File: src/rtl/lpf_pkg.sv
package lpf_pkg;
  typedef enum logic [1:0] {
    ST_HUNT = 2'd0,
    ST_LEN  = 2'd1,
    ST_PAY  = 2'd2
  } lpf_state_e;
endpackage

File: src/rtl/lpf_len_acc.sv
module lpf_len_acc #(
  parameter int LEN_BYTES = 4,
  localparam int LEN_W = 8 * LEN_BYTES,
  localparam int CNT_W = (LEN_BYTES > 1) ? $clog2(LEN_BYTES) : 1
) (
  input  logic             clk_i,
  input  logic             rst_ni,
  input  logic             take_i,
  input  logic [7:0]       data_i,
  output logic             done_o,
  output logic [LEN_W-1:0] value_o
);
  logic [CNT_W-1:0]   cnt_q;
  logic [LEN_W-9:0]   sr_q;

  assign done_o  = take_i && (cnt_q == CNT_W'(LEN_BYTES - 1));
  assign value_o = {sr_q, data_i};

  always_ff @(posedge clk_i or negedge rst_ni) begin
    if (!rst_ni) begin
      cnt_q <= '0;
      sr_q  <= '0;
    end else if (take_i) begin
      cnt_q <= done_o ? '0 : cnt_q + 1'b1;
      sr_q  <= value_o[LEN_W-9:0];
    end
  end
endmodule

File: src/rtl/lpf_pay_cnt.sv
module lpf_pay_cnt #(
  parameter int LEN_W = 32
) (
  input  logic             clk_i,
  input  logic             rst_ni,
  input  logic             load_i,
  input  logic [LEN_W-1:0] load_val_i,
  input  logic             step_i,
  output logic             first_o,
  output logic             last_o
);
  logic [LEN_W-1:0] rem_q;
  logic             first_q;

  assign first_o = first_q;
  assign last_o  = (rem_q == LEN_W'(1));

  always_ff @(posedge clk_i or negedge rst_ni) begin
    if (!rst_ni) begin
      rem_q   <= '0;
      first_q <= 1'b0;
    end else if (load_i) begin
      rem_q   <= load_val_i;
      first_q <= 1'b1;
    end else if (step_i) begin
      rem_q   <= rem_q - 1'b1;
      first_q <= 1'b0;
    end
  end

  assert_no_underflow_R3: assert property (@(posedge clk_i) disable iff (!rst_ni)
    step_i |-> (rem_q != '0));
endmodule

File: src/rtl/lpf_rx.sv
module lpf_rx
  import lpf_pkg::*;
#(
  parameter bit         MARKER_EN = 1'b1,
  parameter logic [7:0] MARKER    = 8'hA5,
  parameter int         LEN_BYTES = 4,
  parameter int         MAX_LEN   = 512,
  localparam int        LEN_W     = 8 * LEN_BYTES
) (
  input  logic       clk_i,
  input  logic       rst_ni,
  input  logic [7:0] in_data_i,
  input  logic       in_valid_i,
  output logic       in_ready_o,
  output logic [7:0] out_data_o,
  output logic       out_valid_o,
  input  logic       out_ready_i,
  output logic       out_sof_o,
  output logic       out_eof_o,
  output logic       err_o
);
  localparam lpf_state_e IDLE_ST = MARKER_EN ? ST_HUNT : ST_LEN;

  lpf_state_e       state_q, state_d;
  logic             hs_in, hs_out, len_take, len_done, len_bad, len_empty;
  logic             pay_first, pay_last, err_q;
  logic [LEN_W-1:0] len_val;

  assign in_ready_o  = (state_q == ST_PAY) ? out_ready_i : 1'b1;
  assign hs_in       = in_valid_i && in_ready_o;
  assign out_valid_o = (state_q == ST_PAY) && in_valid_i;
  assign out_data_o  = in_data_i;
  assign hs_out      = out_valid_o && out_ready_i;
  assign out_sof_o   = out_valid_o && pay_first;
  assign out_eof_o   = out_valid_o && pay_last;
  assign err_o       = err_q;

  assign len_take = hs_in && (state_q == ST_LEN);

  lpf_len_acc #(.LEN_BYTES(LEN_BYTES)) i_len_acc (
    .clk_i   (clk_i),
    .rst_ni  (rst_ni),
    .take_i  (len_take),
    .data_i  (in_data_i),
    .done_o  (len_done),
    .value_o (len_val)
  );

  assign len_bad   = (len_val < LEN_W'(LEN_BYTES)) || (len_val > LEN_W'(MAX_LEN));
  assign len_empty = (len_val == LEN_W'(LEN_BYTES));

  lpf_pay_cnt #(.LEN_W(LEN_W)) i_pay_cnt (
    .clk_i      (clk_i),
    .rst_ni     (rst_ni),
    .load_i     (len_done && !len_bad && !len_empty),
    .load_val_i (len_val - LEN_W'(LEN_BYTES)),
    .step_i     (hs_out),
    .first_o    (pay_first),
    .last_o     (pay_last)
  );

  always_comb begin
    state_d = state_q;
    unique case (state_q)
      ST_HUNT: if (hs_in && in_data_i == MARKER) state_d = ST_LEN;
      ST_LEN:  if (len_done) state_d = (len_bad || len_empty) ? IDLE_ST : ST_PAY;
      ST_PAY:  if (hs_out && pay_last) state_d = IDLE_ST;
      default: state_d = IDLE_ST;
    endcase
  end

  always_ff @(posedge clk_i or negedge rst_ni) begin
    if (!rst_ni) begin
      state_q <= IDLE_ST;
      err_q   <= 1'b0;
    end else begin
      state_q <= state_d;
      err_q   <= len_done && len_bad;
    end
  end

  assert_err_single_R7: assert property (@(posedge clk_i) disable iff (!rst_ni)
    err_o |=> !err_o);
  assert_no_out_on_err_R7: assert property (@(posedge clk_i) disable iff (!rst_ni)
    err_o |-> !out_valid_o);
  assert_stall_cause_R6: assert property (@(posedge clk_i) disable iff (!rst_ni)
    (in_valid_i && !in_ready_o) |-> (out_valid_o && !out_ready_i));
  assert_eof_ends_R4: assert property (@(posedge clk_i) disable iff (!rst_ni)
    (hs_out && out_eof_o) |=> !out_valid_o);
  assert_sof_once_R4: assert property (@(posedge clk_i) disable iff (!rst_ni)
    (hs_out && out_sof_o && !out_eof_o) |=> !out_sof_o);
endmodule

File: config.mk
export PLATFORM = sky130hd
export DESIGN_NAME = lpf_rx
export DESIGN_NICKNAME = d
export VERILOG_FILES = /design/src/rtl/lpf_pkg.sv /design/src/rtl/lpf_len_acc.sv /design/src/rtl/lpf_pay_cnt.sv /design/src/rtl/lpf_rx.sv
export SDC_FILE = /design/constraint.sdc
export NUM_CORES = 1
export LEC_CHECK = 0
export ABC_AREA = 0
export ABC_CLOCK_PERIOD_IN_PS = 3510
export BUFFER_PORTS_ARGS = -buffer_cell sky130_fd_sc_hd__buf_2
export CELL_PAD_IN_SITES_DETAIL_PLACEMENT = 1
export CELL_PAD_IN_SITES_GLOBAL_PLACEMENT = 1
export CORE_MARGIN = 8
export CORE_UTILIZATION = 52
export CTS_BUF_LIST = sky130_fd_sc_hd__clkbuf_2
export CTS_CLUSTER_SIZE = 14
export DETAILED_ROUTE_END_ITERATION = 8
export GPL_TIMING_DRIVEN = 0
export PLACE_DENSITY_LB_ADDON = 0.1
export SLEW_MARGIN = 30
export SYNTH_ARGS = -nofsm -noshare
export SYNTH_HDL_FRONTEND = slang
export SYNTH_SLANG_ARGS = --single-unit
File: constraint.sdc
create_clock -name clk_i -period 3.51 [get_ports clk_i]
set_input_delay 0.702 -clock clk_i [delete_from_list [all_inputs] [get_ports clk_i]]
set_output_delay 0.702 -clock clk_i [all_outputs]
set_load 0.05 [all_outputs]
==> results.txt <==
Data arrival, critical path = 2.72 ns
Post-synthesis mux area share = 1.52%
CP Class = flip-flop to output port
Sequential power share = 46.1%
First DRT Iteration DRCs = 83
Comb power frac = 24.1%
Final slew viol count = 0
Routed Antenna Nets = 0
Crit start category = flip-flop
Crit-path max FO = 4
Yosys reg bits = 62
Slowest CP cell = or4_4
Final hold vios = 0
Final Critical Period = 3.42 ns
DR vias/cell = 5.67
Die area = 9120 sq um
Fmax = 0.293 GHz
Worst vdd ir = 0.352 mV
Pleak = 1.90 nW
Register area share after synthesis = 47.2%
Hold Path Stages = 3
Switching share of total power = 34.6%
Post-synth EDFFs = 0
Final setup violation count = 0
Initial antenna violation count = 0
CTS buffer count = 9
Total gr overflow = 0
Crit path buffers/inverters = 1
Via count = 2705
Reg2Reg Depth = 5
Power Internal = 1.33 mW
Mapped Nets = 375
Global-route usage over all layers = 21.2%
Most used cell, CP = or4_4
Drt total wl = 8680 um
RSZ-0062 raised after global routing = false
Syn avg cell area = 9.20 sq um
DR WL/cell = 18.2 um
Starting Density = 52.6%
Outcome = complete, no violations
Final hold slack = 0.447 ns
XOR/XNOR Fraction of Synth Area = 9.33%
DP HPWL = 6190 um
Synthesis warning total = 0
Worst endpoint required time = 2.81 ns
Nets = 413
Register Area = 1550 sq um
Sw power = 0.702 mW
DR pass1 iterations = 4
HP Class = input port to flip-flop
Ys async rst share = 100%
CTS tree = built
Clk slew on worst S/H paths = 0.18 ns
Core box area = 6240 sq um
Clock share of power = 29.8%
Clock latency on the worst-skew pair = 0.53 ns
Clk_skew = 0.0193 ns
DRC = 0
Vias in the first global route = 2985
H-tree depth = 3
CTS Root Cell = clkbuf_2
Cells along the critical path = or4_4 > or4_4 > or3_4 > nor3_4 > buf_6
Slew @ Worst Pin = 0.780 ns
First-pass GRT wire length = 14800 um
# IOs = 25
CTS sink cnt = 62
PortBufs = 24
Synth cell types = 47
Family with the most delay on the worst path = simple AND/OR/NAND/NOR gates
Setup TNS = 0 ns
Die Width = 95.5 um
Adder-cell share of the synthesized area = 2.28%
Clock Tree Buf Depth = 2
Max-cap violation count = 0
Critical Path End Type = output port
Routability Congestion = 0.847
Most used DFF post-synth = dfrtp_1
Mapped cell area = 3290 sq um
Cell count after synthesis = 357
Compound-cell area share of the yosys netlist = 6.70%
Slowest stage delay, CP = 0.57 ns
Number of diodes = 0
Die H = 95.5 um
Fraction of layout cells with a size suffix above 1 = 17.8%
Final worst-path cycle share = 97.4%
Area taken by multi-input logic gates = 1600 sq um
Synth Area in Simple Gates = 28.1%
Pin count of the biggest net entering global routing = 44
Levels on crit path = 5
Largest family of logic cells by synthesized area = simple AND/OR/NAND/NOR gates
Rows = 29
Area grow syn2layout = 13.9%
Power per Cell Area = 542 nW/um^2
# fillers = 752
Slew headroom = 47.8%
-- final cells by class --
| class | count | area share (%) |
|---|---|---|
| Sequential cell | 62 | 41.5 |
| Inverter | 6 | 0.602 |
| Buffer | 21 | 3.58 |
| Clock inverter | 7 | 3.24 |
| Tap cell | 77 | 2.57 |
| Multi-Input combinational cell | 267 | 42.7 |
| Clock buffer | 9 | 1.20 |
| Timing Repair Buffer | 28 | 4.65 |
-- cell families after synthesis --
group                      Yosys count
and+or+nand+nor                    187
AOI/OAI and AO/OA                   34
buffers and inverters               28
xor gates and xnor gates            35
muxes                                5
DFF                                 62
adders and majority gates            6
-- through the flow --
step | std cells | cell area, sq um | worst slack [ns] | util, % | total power [mW]
2_1_floorplan | 357 | 3290 | 0.000502 | - | 1.25
3_3_place_gp | 458 | 3500 | 0.514 | 56.1 | 1.38
3_5_place_dp | 459 | 3520 | 0.503 | 56.5 | 1.41
4_1_cts | 476 | 3720 | 0.00312 | 59.7 | 2.03
5_1_grt | 477 | 3740 | 0.00662 | 60.0 | 2.14
6_report | 477 | 3740 | 0.0924 | 60.0 | 2.03
-- placed cells by master (no fill, tap or decap), types with 9 or more instances in the layout --
| cell | n |
|---|---|
| nor4_1 | 21 |
| xnor2_1 | 27 |
| nor2_1 | 23 |
| dfrtp_1 | 62 |
| nor3_1 | 20 |
| nand2_1 | 81 |
| buf_4 | 11 |
| a21oi_1 | 17 |
| clkbuf_2 | 9 |
| buf_2 | 24 |
-- power by group through the flow --
stage	Sequential (mW)	Combinational (mW)	Clock (mW)
after floorplan	0.918	0.330	0
after global placement	0.945	0.439	0
after detailed placement	0.949	0.463	0
after CTS	0.936	0.482	0.616
after global routing	0.954	0.547	0.641
final	0.934	0.489	0.605
-- final timing paths --
kind                                                 start                               to  slack [ns]
max                        i_pay_cnt.rem_q[26]$_DFFE_PN0P_                        out_eof_o        0.09
min                                           in_data_i[5]    i_len_acc.sr_q[5]$_DFFE_PN0P_        0.45
max reg2reg                i_pay_cnt.rem_q[10]$_DFFE_PN0P_  i_pay_cnt.rem_q[29]$_DFFE_PN0P_        0.84
min reg2reg                 i_len_acc.cnt_q[1]$_DFFE_PN0P_   i_len_acc.cnt_q[1]$_DFFE_PN0P_        0.51
max in group asynchronous                           rst_ni    i_len_acc.sr_q[3]$_DFFE_PN0P_        2.41
min in group asynchronous                           rst_ni  i_pay_cnt.rem_q[11]$_DFFE_PN0P_        0.57
-- sequential cells by signal, indices dropped and copies added (netlist names) --
register / flops
i_len_acc.sr_q: 24
i_len_acc.cnt_q: 2
i_pay_cnt.rem_q: 32
err_o: 1
state_q: 2
i_pay_cnt.first_o: 1
-- worst reg2reg max path, delay by kind of cell (launching register included) --
kind	cells	cell delay [ns]
flip-flops	1	0.47
AO/OA/AOI/OAI	1	0.09
XOR/XNOR	1	0.19
AND/OR/NAND/NOR	3	1.84
-- Yosys cell counts, types with 2 or more instances --
master,n,share of area (%)
a31o_2,2,0.53
o21ai_0,4,0.61
nand3b_1,2,0.46
buf_4,8,1.8
nand4_1,2,0.38
inv_1,6,0.69
or3_2,2,0.46
mux2i_1,5,1.5
or3_1,6,1.1
clkbuf_1,9,1.0
buf_6,3,1.0
a21oi_1,17,2.6
nand2_1,81,9.3
ha_1,6,2.3
xnor2_1,27,7.2
nand2b_1,3,0.57
nor3_1,21,3.2
and3_1,2,0.38
nor4_1,21,4.0
or2_2,2,0.38
nor3b_1,2,0.46
buf_2,2,0.30
xor2_1,8,2.1
or4_4,2,0.69
nor2_1,23,2.6
o211ai_1,3,0.69
dfrtp_1,62,47
nand3_1,7,1.1
-- routing by layer --
layer / wire length [um] / GRT usage, %
met3: 225 / 3.70
met5: 0 / 0
met4: 247 / 11.3
met1: 3880 / 26.2
met2: 4330 / 34.8
-- repair_timing --
item,4_1_cts,5_1_grt
resized for setup,5,2
endpoints found under the setup margin,1,1
endpoints found under the hold margin,12,0
buffers inserted,1,1
pin swaps,0,1
hold buffers,1,0
(Power assumes the default switching activity.)
